<file path="config.mk">
export PLATFORM = sky130hd
export DESIGN_NAME = fcmd_ctrl
export DESIGN_NICKNAME = d
export VERILOG_FILES = /design/src/rtl/fcmd_pkg.sv /design/src/rtl/fcmd_decode.sv /design/src/rtl/fcmd_seq.sv /design/src/rtl/fcmd_status.sv /design/src/rtl/fcmd_ctrl.sv
export SDC_FILE = /design/constraint.sdc
export NUM_CORES = 1
export LEC_CHECK = 0
export ABC_AREA = 1
export BUFFER_PORTS_ARGS = -buffer_cell sky130_fd_sc_hd__buf_2
export CORE_MARGIN = 2
export CORE_UTILIZATION = 49
export DETAILED_ROUTE_END_ITERATION = 12
export GPL_ROUTABILITY_DRIVEN = 0
export GPL_TIMING_DRIVEN = 0
export PLACE_DENSITY_LB_ADDON = 0.05
export SLEW_MARGIN = 20
export SYNTH_ARGS = -nofsm -noshare
export SYNTH_HDL_FRONTEND = slang
export SYNTH_SLANG_ARGS = --single-unit
</file>
<file path="constraint.sdc">
create_clock -name clk -period 2.5 [get_ports clk]
set_input_delay 0.375 -clock clk [delete_from_list [all_inputs] [get_ports clk]]
set_output_delay 0.375 -clock clk [all_outputs]
set_load 0.02 [all_outputs]
</file>
<file path="src/rtl/fcmd_pkg.sv">
package fcmd_pkg;
  localparam logic [7:0] CMD_ERASE_SETUP = 8'h20;
  localparam logic [7:0] CMD_CONFIRM     = 8'hD0;
  localparam logic [7:0] CMD_CLR_STAT    = 8'h50;
  localparam logic [7:0] CMD_RD_ARRAY    = 8'hFF;
  localparam logic [7:0] CMD_RD_STATUS   = 8'h70;
  localparam logic [7:0] CMD_RD_SIG      = 8'h90;
  localparam logic [7:0] CMD_RD_QUERY    = 8'h98;
  localparam logic [7:0] CMD_SUSPEND     = 8'hB0;

  localparam int SR_W      = 8;
  localparam int SR_READY  = 7;
  localparam int SR_ESUSP  = 6;
  localparam int SR_ERASE  = 5;
  localparam int SR_PROG   = 4;
  localparam int SR_SUPPLY = 3;
  localparam int SR_PROT   = 1;
  localparam logic [SR_W-1:0] SR_ERR_MASK = (SR_W'(1) << SR_ERASE) | (SR_W'(1) << SR_PROG)
                                          | (SR_W'(1) << SR_SUPPLY) | (SR_W'(1) << SR_PROT);
  localparam logic [SR_W-1:0] SR_IDLE_VAL = SR_W'(1) << SR_READY;

  typedef enum logic [1:0] {
    RM_ARRAY  = 2'd0,
    RM_STATUS = 2'd1,
    RM_SIG    = 2'd2,
    RM_QUERY  = 2'd3
  } rd_mode_e;

  typedef enum logic [1:0] {
    ST_IDLE,
    ST_SETUP,
    ST_ERASE,
    ST_SUSP
  } seq_state_e;

  typedef enum logic [3:0] {
    CK_NONE,
    CK_RD_ARRAY,
    CK_RD_STATUS,
    CK_RD_SIG,
    CK_RD_QUERY,
    CK_CLR_STAT,
    CK_ERASE_SETUP,
    CK_CONFIRM,
    CK_SUSPEND,
    CK_OTHER
  } cmd_kind_e;

  typedef struct packed {
    logic reset_all;
    logic clr_err;
    logic set_ready;
    logic clr_ready;
    logic set_susp;
    logic clr_susp;
    logic set_erase;
    logic set_prog;
    logic set_prot;
  } stat_evt_t;
endpackage

</file>
<file path="src/rtl/fcmd_decode.sv">
module fcmd_decode
  import fcmd_pkg::*;
#(
  parameter int DATA_W = 8
) (
  input  logic              wr_en,
  input  logic [DATA_W-1:0] wr_data,
  output cmd_kind_e         kind,
  output logic              is_rd_mode,
  output rd_mode_e          rd_mode_req
);
  logic [7:0] code;
  assign code = wr_data[7:0];

  always_comb begin
    kind = CK_NONE;
    if (wr_en) begin
      case (code)
        CMD_RD_ARRAY:    kind = CK_RD_ARRAY;
        CMD_RD_STATUS:   kind = CK_RD_STATUS;
        CMD_RD_SIG:      kind = CK_RD_SIG;
        CMD_RD_QUERY:    kind = CK_RD_QUERY;
        CMD_CLR_STAT:    kind = CK_CLR_STAT;
        CMD_ERASE_SETUP: kind = CK_ERASE_SETUP;
        CMD_CONFIRM:     kind = CK_CONFIRM;
        CMD_SUSPEND:     kind = CK_SUSPEND;
        default:         kind = CK_OTHER;
      endcase
    end
  end

  always_comb begin
    is_rd_mode  = 1'b1;
    rd_mode_req = RM_ARRAY;
    case (kind)
      CK_RD_ARRAY:  rd_mode_req = RM_ARRAY;
      CK_RD_STATUS: rd_mode_req = RM_STATUS;
      CK_RD_SIG:    rd_mode_req = RM_SIG;
      CK_RD_QUERY:  rd_mode_req = RM_QUERY;
      default:      is_rd_mode  = 1'b0;
    endcase
  end
endmodule

</file>
<file path="src/rtl/fcmd_seq.sv">
module fcmd_seq
  import fcmd_pkg::*;
#(
  parameter int BLK_W = 3
) (
  input  logic             clk,
  input  logic             rst,
  input  logic             pin_ok,
  input  cmd_kind_e        kind,
  input  logic             is_rd_mode,
  input  rd_mode_e         rd_mode_req,
  input  logic [BLK_W-1:0] blk_idx,
  input  logic             prot_hit,
  input  logic             erase_done,
  output rd_mode_e         rd_mode,
  output logic             erase_start,
  output logic [BLK_W-1:0] erase_blk,
  output stat_evt_t        evt
);
  seq_state_e state, state_nxt;
  rd_mode_e   mode_nxt;
  logic       start_nxt;

  always_comb begin
    state_nxt = state;
    mode_nxt  = rd_mode;
    start_nxt = 1'b0;
    evt       = '0;
    if (!pin_ok) begin
      state_nxt     = ST_IDLE;
      mode_nxt      = RM_ARRAY;
      evt.reset_all = 1'b1;
    end else begin
      if (state != ST_SETUP && is_rd_mode) begin
        mode_nxt = rd_mode_req;
      end
      case (state)
        ST_IDLE: begin
          if (kind == CK_CLR_STAT) begin
            evt.clr_err = 1'b1;
          end else if (kind == CK_ERASE_SETUP) begin
            state_nxt = ST_SETUP;
            mode_nxt  = RM_STATUS;
          end
        end
        ST_SETUP: begin
          if (kind != CK_NONE) begin
            state_nxt = ST_IDLE;
            mode_nxt  = RM_STATUS;
            if (kind != CK_CONFIRM) begin
              evt.set_erase = 1'b1;
              evt.set_prog  = 1'b1;
            end else if (prot_hit) begin
              evt.set_erase = 1'b1;
              evt.set_prot  = 1'b1;
            end else begin
              state_nxt     = ST_ERASE;
              start_nxt     = 1'b1;
              evt.clr_ready = 1'b1;
            end
          end
        end
        ST_ERASE: begin
          if (erase_done) begin
            state_nxt     = ST_IDLE;
            evt.set_ready = 1'b1;
          end else if (kind == CK_SUSPEND) begin
            state_nxt     = ST_SUSP;
            evt.set_ready = 1'b1;
            evt.set_susp  = 1'b1;
          end
        end
        default: begin
          if (kind == CK_CONFIRM) begin
            state_nxt     = ST_ERASE;
            evt.clr_ready = 1'b1;
            evt.clr_susp  = 1'b1;
          end
        end
      endcase
    end
  end

  always_ff @(posedge clk) begin
    if (rst) begin
      state       <= ST_IDLE;
      rd_mode     <= RM_ARRAY;
      erase_start <= 1'b0;
      erase_blk   <= '0;
    end else begin
      state       <= state_nxt;
      rd_mode     <= mode_nxt;
      erase_start <= start_nxt;
      if (start_nxt) begin
        erase_blk <= blk_idx;
      end
    end
  end
endmodule

</file>
<file path="src/rtl/fcmd_status.sv">
module fcmd_status
  import fcmd_pkg::*;
(
  input  logic            clk,
  input  logic            rst,
  input  stat_evt_t       evt,
  output logic [SR_W-1:0] sr
);
  logic [SR_W-1:0] sr_nxt;

  always_comb begin
    sr_nxt = sr;
    if (evt.clr_err)   sr_nxt = sr_nxt & ~SR_ERR_MASK;
    if (evt.set_erase) sr_nxt[SR_ERASE] = 1'b1;
    if (evt.set_prog)  sr_nxt[SR_PROG]  = 1'b1;
    if (evt.set_prot)  sr_nxt[SR_PROT]  = 1'b1;
    if (evt.set_ready) sr_nxt[SR_READY] = 1'b1;
    if (evt.clr_ready) sr_nxt[SR_READY] = 1'b0;
    if (evt.set_susp)  sr_nxt[SR_ESUSP] = 1'b1;
    if (evt.clr_susp)  sr_nxt[SR_ESUSP] = 1'b0;
    if (evt.reset_all) sr_nxt = SR_IDLE_VAL;
  end

  always_ff @(posedge clk) begin
    if (rst) sr <= SR_IDLE_VAL;
    else     sr <= sr_nxt;
  end
endmodule

</file>
<file path="src/rtl/fcmd_ctrl.sv">
module fcmd_ctrl #(
  parameter int BLK_W  = 3,
  parameter int DATA_W = 8,
  localparam int NUM_BLK = 1 << BLK_W
) (
  input  logic               clk,
  input  logic               rst,
  input  logic               rst_pin_n,
  input  logic               wr_en,
  input  logic [BLK_W-1:0]   wr_blk,
  input  logic [DATA_W-1:0]  wr_data,
  input  logic [NUM_BLK-1:0] blk_prot,
  input  logic               erase_done,
  output logic [1:0]         rd_sel,
  output logic [7:0]         status,
  output logic               erase_start,
  output logic [BLK_W-1:0]   erase_blk
);
  import fcmd_pkg::*;

  cmd_kind_e kind;
  logic      is_rd_mode;
  rd_mode_e  rd_mode_req;
  rd_mode_e  rd_mode;
  stat_evt_t evt;
  logic      prot_hit;

  assign prot_hit = blk_prot[wr_blk];

  fcmd_decode #(.DATA_W(DATA_W)) u_dec (
    .wr_en       (wr_en),
    .wr_data     (wr_data),
    .kind        (kind),
    .is_rd_mode  (is_rd_mode),
    .rd_mode_req (rd_mode_req)
  );

  fcmd_seq #(.BLK_W(BLK_W)) u_seq (
    .clk         (clk),
    .rst         (rst),
    .pin_ok      (rst_pin_n),
    .kind        (kind),
    .is_rd_mode  (is_rd_mode),
    .rd_mode_req (rd_mode_req),
    .blk_idx     (wr_blk),
    .prot_hit    (prot_hit),
    .erase_done  (erase_done),
    .rd_mode     (rd_mode),
    .erase_start (erase_start),
    .erase_blk   (erase_blk),
    .evt         (evt)
  );

  fcmd_status u_stat (
    .clk (clk),
    .rst (rst),
    .evt (evt),
    .sr  (status)
  );

  assign rd_sel = rd_mode;
endmodule

</file>
* After elaboration in Yosys (flattened, before gate mapping) *
Cells that the tools add are included.

storage, ports and cells
  bits in registers = 13
  input bits = 24
  output and inout bits = 14
  word-level logic and storage cells = 98

operators by class
  order comparisons = 1
  equal/unequal tests = 24
  multiplexer cells = 49
  bitwise logic cells = 1
  reduce and logical (&&, ||, !) cells = 14

operator list
  operator            number
  $eq 8x8->1 const B  5
  $pmux 4 s8          1
  $mux 1              26
  $mux 2              12
  $eq 4x3->1 const B  4
  $eq 8x7->1 const B  2
  $pmux 2 s3          2
  $eq 4x2->1 const B  2
  $eq 8x6->1 const B  1
  $mux 8              1
  $reduce_bool 2->1   4
  $reduce_bool 4->1   2
  $mux 3              2
  $mux 6              1
  $ne 2x1->1 const B  3
  $reduce_or 3->1     2
  $reduce_and 5->1    1
  $eq 4x1->1 const B  1
  $eq 4x4->1 const B  1
  $lt 3x4->1 const B  1
  $mux 4              1
  $ne 4x3->1 const B  1
  $pmux 2 s2          1
  $reduce_or 2->1     2
  other kinds (10)    10

* Logic depth before layout (Yosys ltp) *
  depth after elaboration = 11
  depth in mapped cells = 17
  mapped depth without buffers = 17

* Modules after synthesis *
A second synthesis with hierarchy kept.

second synthesis, totals
  cell total of the unflattened synthesis = 210
  area, all modules = 1,219.9 sq um

modules (own cells, without submodules)
  module       times used  cells an instance  area an instance (sq um)  sequential area each (sq um)
  fcmd_seq     1           82                 546.8                     160.2
  fcmd_decode  1           71                 356.6                     0.0
  fcmd_status  1           29                 206.4                     100.1
  fcmd_ctrl    1           28                 110.1                     0.0

* Worst setup path before layout *
OpenSTA, ideal clock, no wires.

  path kind = input port to flip-flop
  start point = in wr_data[1]
  end point = reg u_seq.rd_mode[0]
  setup time = 0.109 ns
  arrival = 1.493 ns
  data required time = 2.391 ns
  slack = 0.898 ns
  stages = 16
  path buffers = 0
  path through = inv_2 nand2_4 nor2_8 nand2_1 nand2_1 nor2_2 nand2_2 nand2_1 o21bai_1 nand2_2 nand2_2 nand2_1 nand2_1 nand3_1 nand2_1 inv_1

between the ends
  cells in the longest elaborated chain, start to end = 11
  elaborated cells between the ends (all ways) = 26
  those cells by class = eq/ne (14); mux (9); reduce/logical (3)

ends and longest elaborated chain
  element                             RTL line           source
  start, declared                     fcmd_ctrl.sv:11    input logic [DATA_W-1:0] wr_data,
  $eq 8x8->1 (tied with other cells)  fcmd_decode.sv:18  case (code)
  $pmux 4 s8 (*)                      fcmd_decode.sv:18
  $mux 4 (*)                          fcmd_decode.sv:17  if (wr_en) begin
  $eq 4x1->1 (tied with other cells)  fcmd_decode.sv:35  case (kind)
  $reduce_or 4->1 (no source line)    -
  $mux 1                              fcmd_decode.sv:35
  $logic_and 1x1->1                   fcmd_seq.sv:34     if (state != ST_SETUP && is_rd_mode) begin
  $mux 2                              fcmd_seq.sv:34
  $mux 2                              fcmd_seq.sv:41     end else if (kind == CK_ERASE_SETUP) begin
  $mux 2                              fcmd_seq.sv:39     if (kind == CK_CLR_STAT) begin
  $pmux 2 s2 (*)                      fcmd_seq.sv:37     case (state)
  end signal, assigned                fcmd_seq.sv:92     rd_mode <= mode_nxt;
  end, declared                       fcmd_seq.sv:15     output rd_mode_e rd_mode,

Mark *: on every way between the ends. The rest lies on a longest branch, timed or not.
A chain may end at the register's enable or synchronous reset.

* Worst setup path in the final report *
  start point = in wr_data[0]
  end point = reg u_stat.sr[7]

between the ends
  cells in the longest elaborated chain, start to end = 9
  elaborated cells between the ends (all ways) = 24
  those cells by class = eq/ne (11); mux (11); reduce/logical (2)

ends and longest elaborated chain
  element                                      RTL line                        source
  $eq 8x8->1 (tied with other cells)           fcmd_decode.sv:18
  $pmux 4 s8 (*)                               fcmd_decode.sv:18
  $mux 4 (*)                                   fcmd_decode.sv:17
  $ne 4x3->1 or $eq 4x4->1 (tied branches)     fcmd_seq.sv:50, fcmd_seq.sv:67
  $mux 1, on equally long branches             fcmd_seq.sv:50, fcmd_seq.sv:67
  $mux 1, on equally long branches             fcmd_seq.sv:47, fcmd_seq.sv:64
  $pmux 1 s2 or $mux 1 (tied branches)         fcmd_seq.sv:37
  $mux 8 (*)                                   fcmd_seq.sv:29                  if (!pin_ok) begin
  $mux 1 or $reduce_bool 2->1 (tied branches)  -
  end signal, assigned                         fcmd_status.sv:26               else sr <= sr_nxt;
  end, declared                                fcmd_status.sv:7                output logic [SR_W-1:0] sr

Marked as above.

==> impl_results.md <==
* Remaining Overflow, GRT at 0
* Pwr/cell area at 329 nW/µm²
* Total CTS buffers at 3
* Pleak at 0.736 nW
* Post-CTS Setup Inserts at 0
* VDD IR max at 0.343 mV
* Final wirelength at 2350 µm
* ANT nets after route at 0
* #FFs+latches synth at 13
* Register area at 260 µm²
* Initial Util at 53.2%
* Slew @ Worst Pin at 0.509 ns
* Hold Crit Class: input port to flop
* CP required at 2.67 ns
* CTS root buf: clkbuf_4
* Synth Warn # at 0
* Post-synth ARST share at 0%
* Post-route setup slack at 0.909 ns
* Netlist cell types at 24
* Cells after synthesis at 176
* Post-synthesis sequential area ratio at 24.4%
* RSZ-0062 raised after global routing: false
* # port buffers at 34
* Largest stage delay, worst path at 0.15 ns
* Worst Path Buf+Inv at 4
* Number of global-route vias before repair at 987
* Worst-path cell chain: buf_2, inv_2, nand2_4, nor2_8, nand2_1, nand4_1, inv_2, nor2_4, nand2_4, inv_2, nand2_4, nor2_8, o21ai_0, nand2_1, nand2_1
* DR WL/cell at 9.66 µm
* Max-Cap Viols at 0
* First-pass GRT wire length at 4040 µm
* Via Count at 1,179
* Layout cell share with drive strength beyond 1 at 31.9%
* Crit path DAT at 1.76 ns
* Syn avg cell area at 6.05 µm²
* Period minus WS final at 1.59 ns
* Top fanout value on the critical path at 6
* Sinks on Clock Net at 13
* Core box area at 2000 µm²
* Max clock buf depth at 2
* Post-synth EDFFs at 0
* Area Overhead vs Synth at 22.3%
* Setup TNS at 0 ns
* Final Hold Viols at 0
* Predominant post-synthesis flop cell: dfxtp_1
* Pre-CTS WS at 0.605 ns
* # resized after CTS at 0
* Mapped Area at 1060 µm²
* First DRT Iteration DRCs at 25
* Ports at 38
* Number of core rows at 16
* GRT Overall Usage at 20.4%
* Die width at 50.6 µm
* Status: completed
* F_max at 0.629 GHz
* Rel. slew slack at 65.7%
* Worst Skew at 0.00649 ns
* TritonCTS clock tree: yes
* Initial antenna violation count at 0
* Largest net degree at the start of global routing at 8
* Hold buffers post-CTS at 0
* Worst-path clk slew at 0.08 ns
* Slew Viols, Final at 0
* Drt drc at 0
* DRT Pass-1 Iters at 4
* Critical path type: input port to flop
* Final worst-path cycle share at 63.6%
* Nets@finish at 241
* Multi-input logic area at 696 µm²
* Height of the chip at 50.6 µm
* Fill cell count at 210
* Final Setup Violations at 0
* Latest clock arrival within the worst-skew pair at 0.29 ns
* Critical path startpoint category: input port
* Critical Path End Type: flop
* Post-DP HPWL at 1940 µm
* Die area at 2560 µm²
* Slowest CP cell: nor2_8
* Ant. Diodes at 0
* CP delay by family, top: simple AND/OR/NAND/NOR gates
* Via density at 4.85
* Htree depth at 1
-- final timing paths --
path,startpoint,to,slack [ns],cells after the start
max,wr_data[0],u_stat.sr[7],0.91,15
min,rst,u_seq.erase_blk[1],0.28,2
max reg2reg,u_seq.state[0],u_seq.rd_mode[0],1.04,10
min reg2reg,u_seq.erase_blk[1],u_seq.erase_blk[1],0.46,2
-- worst reg2reg max path: stages (launching register included) --
cell	delay, ns
dfxtp_1	0.43
inv_1	0.08
nor2_1	0.09
inv_1	0.15
nor2_1	0.26
inv_1	0.09
nand2_1	0.09
inv_1	0.04
nand3_1	0.07
nand2_1	0.06
inv_1	0.06
-- through the flow --
stage	instance area, µm²	std cells	util, %	hold slack [ns]	power (W)
finish	1300	243	65.1	0.277	0.000429
global placement	1280	239	63.7	0.444	0.000294
floorplan	1070	178	-	0.444	0.000263
detailed placement	1280	239	63.7	0.453	0.000296
global route	1300	243	65.1	0.260	0.000456
CTS	1300	243	65.1	0.282	0.000428
-- routing by layer --
layer / global-route usage (%) / vias to the layer above / part of all wire, %
li1: - / 626 / -
met1: 25.3 / 505 / 45
met2: 34.0 / 43 / 46
met3: 5.06 / 5 / 7.8
met4: 7.66 / 0 / 1.3
met5: 0 / - / 0
-- cell type report --
cell class	instances	share of cell area (%)
Inverter	25	7.20
Tap cell	27	2.59
Clock buffer	4	2.02
Buffer	3	1.73
Multi-Input combinational cell	137	53.4
Sequential cell	13	20.0
Timing Repair Buffer	34	13.1
-- Yosys cell counts, types with 3 or more instances --
master / instances / area, µm²
inv_2: 6 / 22.5
nand2_4: 4 / 45.0
nand2_1: 47 / 176
dfxtp_1: 13 / 260
o21ai_0: 7 / 35.0
nor2_1: 30 / 113
a21oi_1: 10 / 50.1
inv_1: 19 / 71.3
nand2_2: 11 / 68.8
nand3_1: 8 / 40.0
buf_4: 3 / 22.5
-- cells by family after synthesis --
group | Yosys count | share of synthesized area, %
compound gates | 22 | 11.6
buf+inv | 28 | 10.9
flops | 13 | 24.4
mux | 1 | 0.940
other cells | 1 | 0.352
simple gates | 111 | 51.7
-- layout by cell type, fill, tap and decap left out, types with 3 or more instances in the layout --
cell / netlist / routed
conb_1: 1 / 3
nor2_1: 30 / 30
nand2_2: 11 / 11
nand2_4: 4 / 4
o21ai_0: 7 / 7
nand3_1: 8 / 8
buf_4: 3 / 3
a21oi_1: 10 / 10
inv_1: 19 / 19
clkbuf_4: 0 / 3
nand2_1: 47 / 47
buf_2: 0 / 34
dfxtp_1: 13 / 13
inv_2: 6 / 6
-- state kept, by name, summed over array words and instances, names as in the netlist --
register	cells
u_stat.sr	5
u_seq.erase_blk	3
u_seq.erase_start	1
u_seq.state	2
u_seq.rd_mode	2
-- where the power goes --
part           internal [W]  total [W]  leakage [nW]  switching (W)
sequential         0.000207   0.000208         0.105    0.000000236
combinational     0.0000325  0.0000837         0.616      0.0000512
clock             0.0000621   0.000137        0.0150      0.0000753
total              0.000302   0.000429         0.736       0.000127
Note: power is estimated with default switching activity, not from simulation.
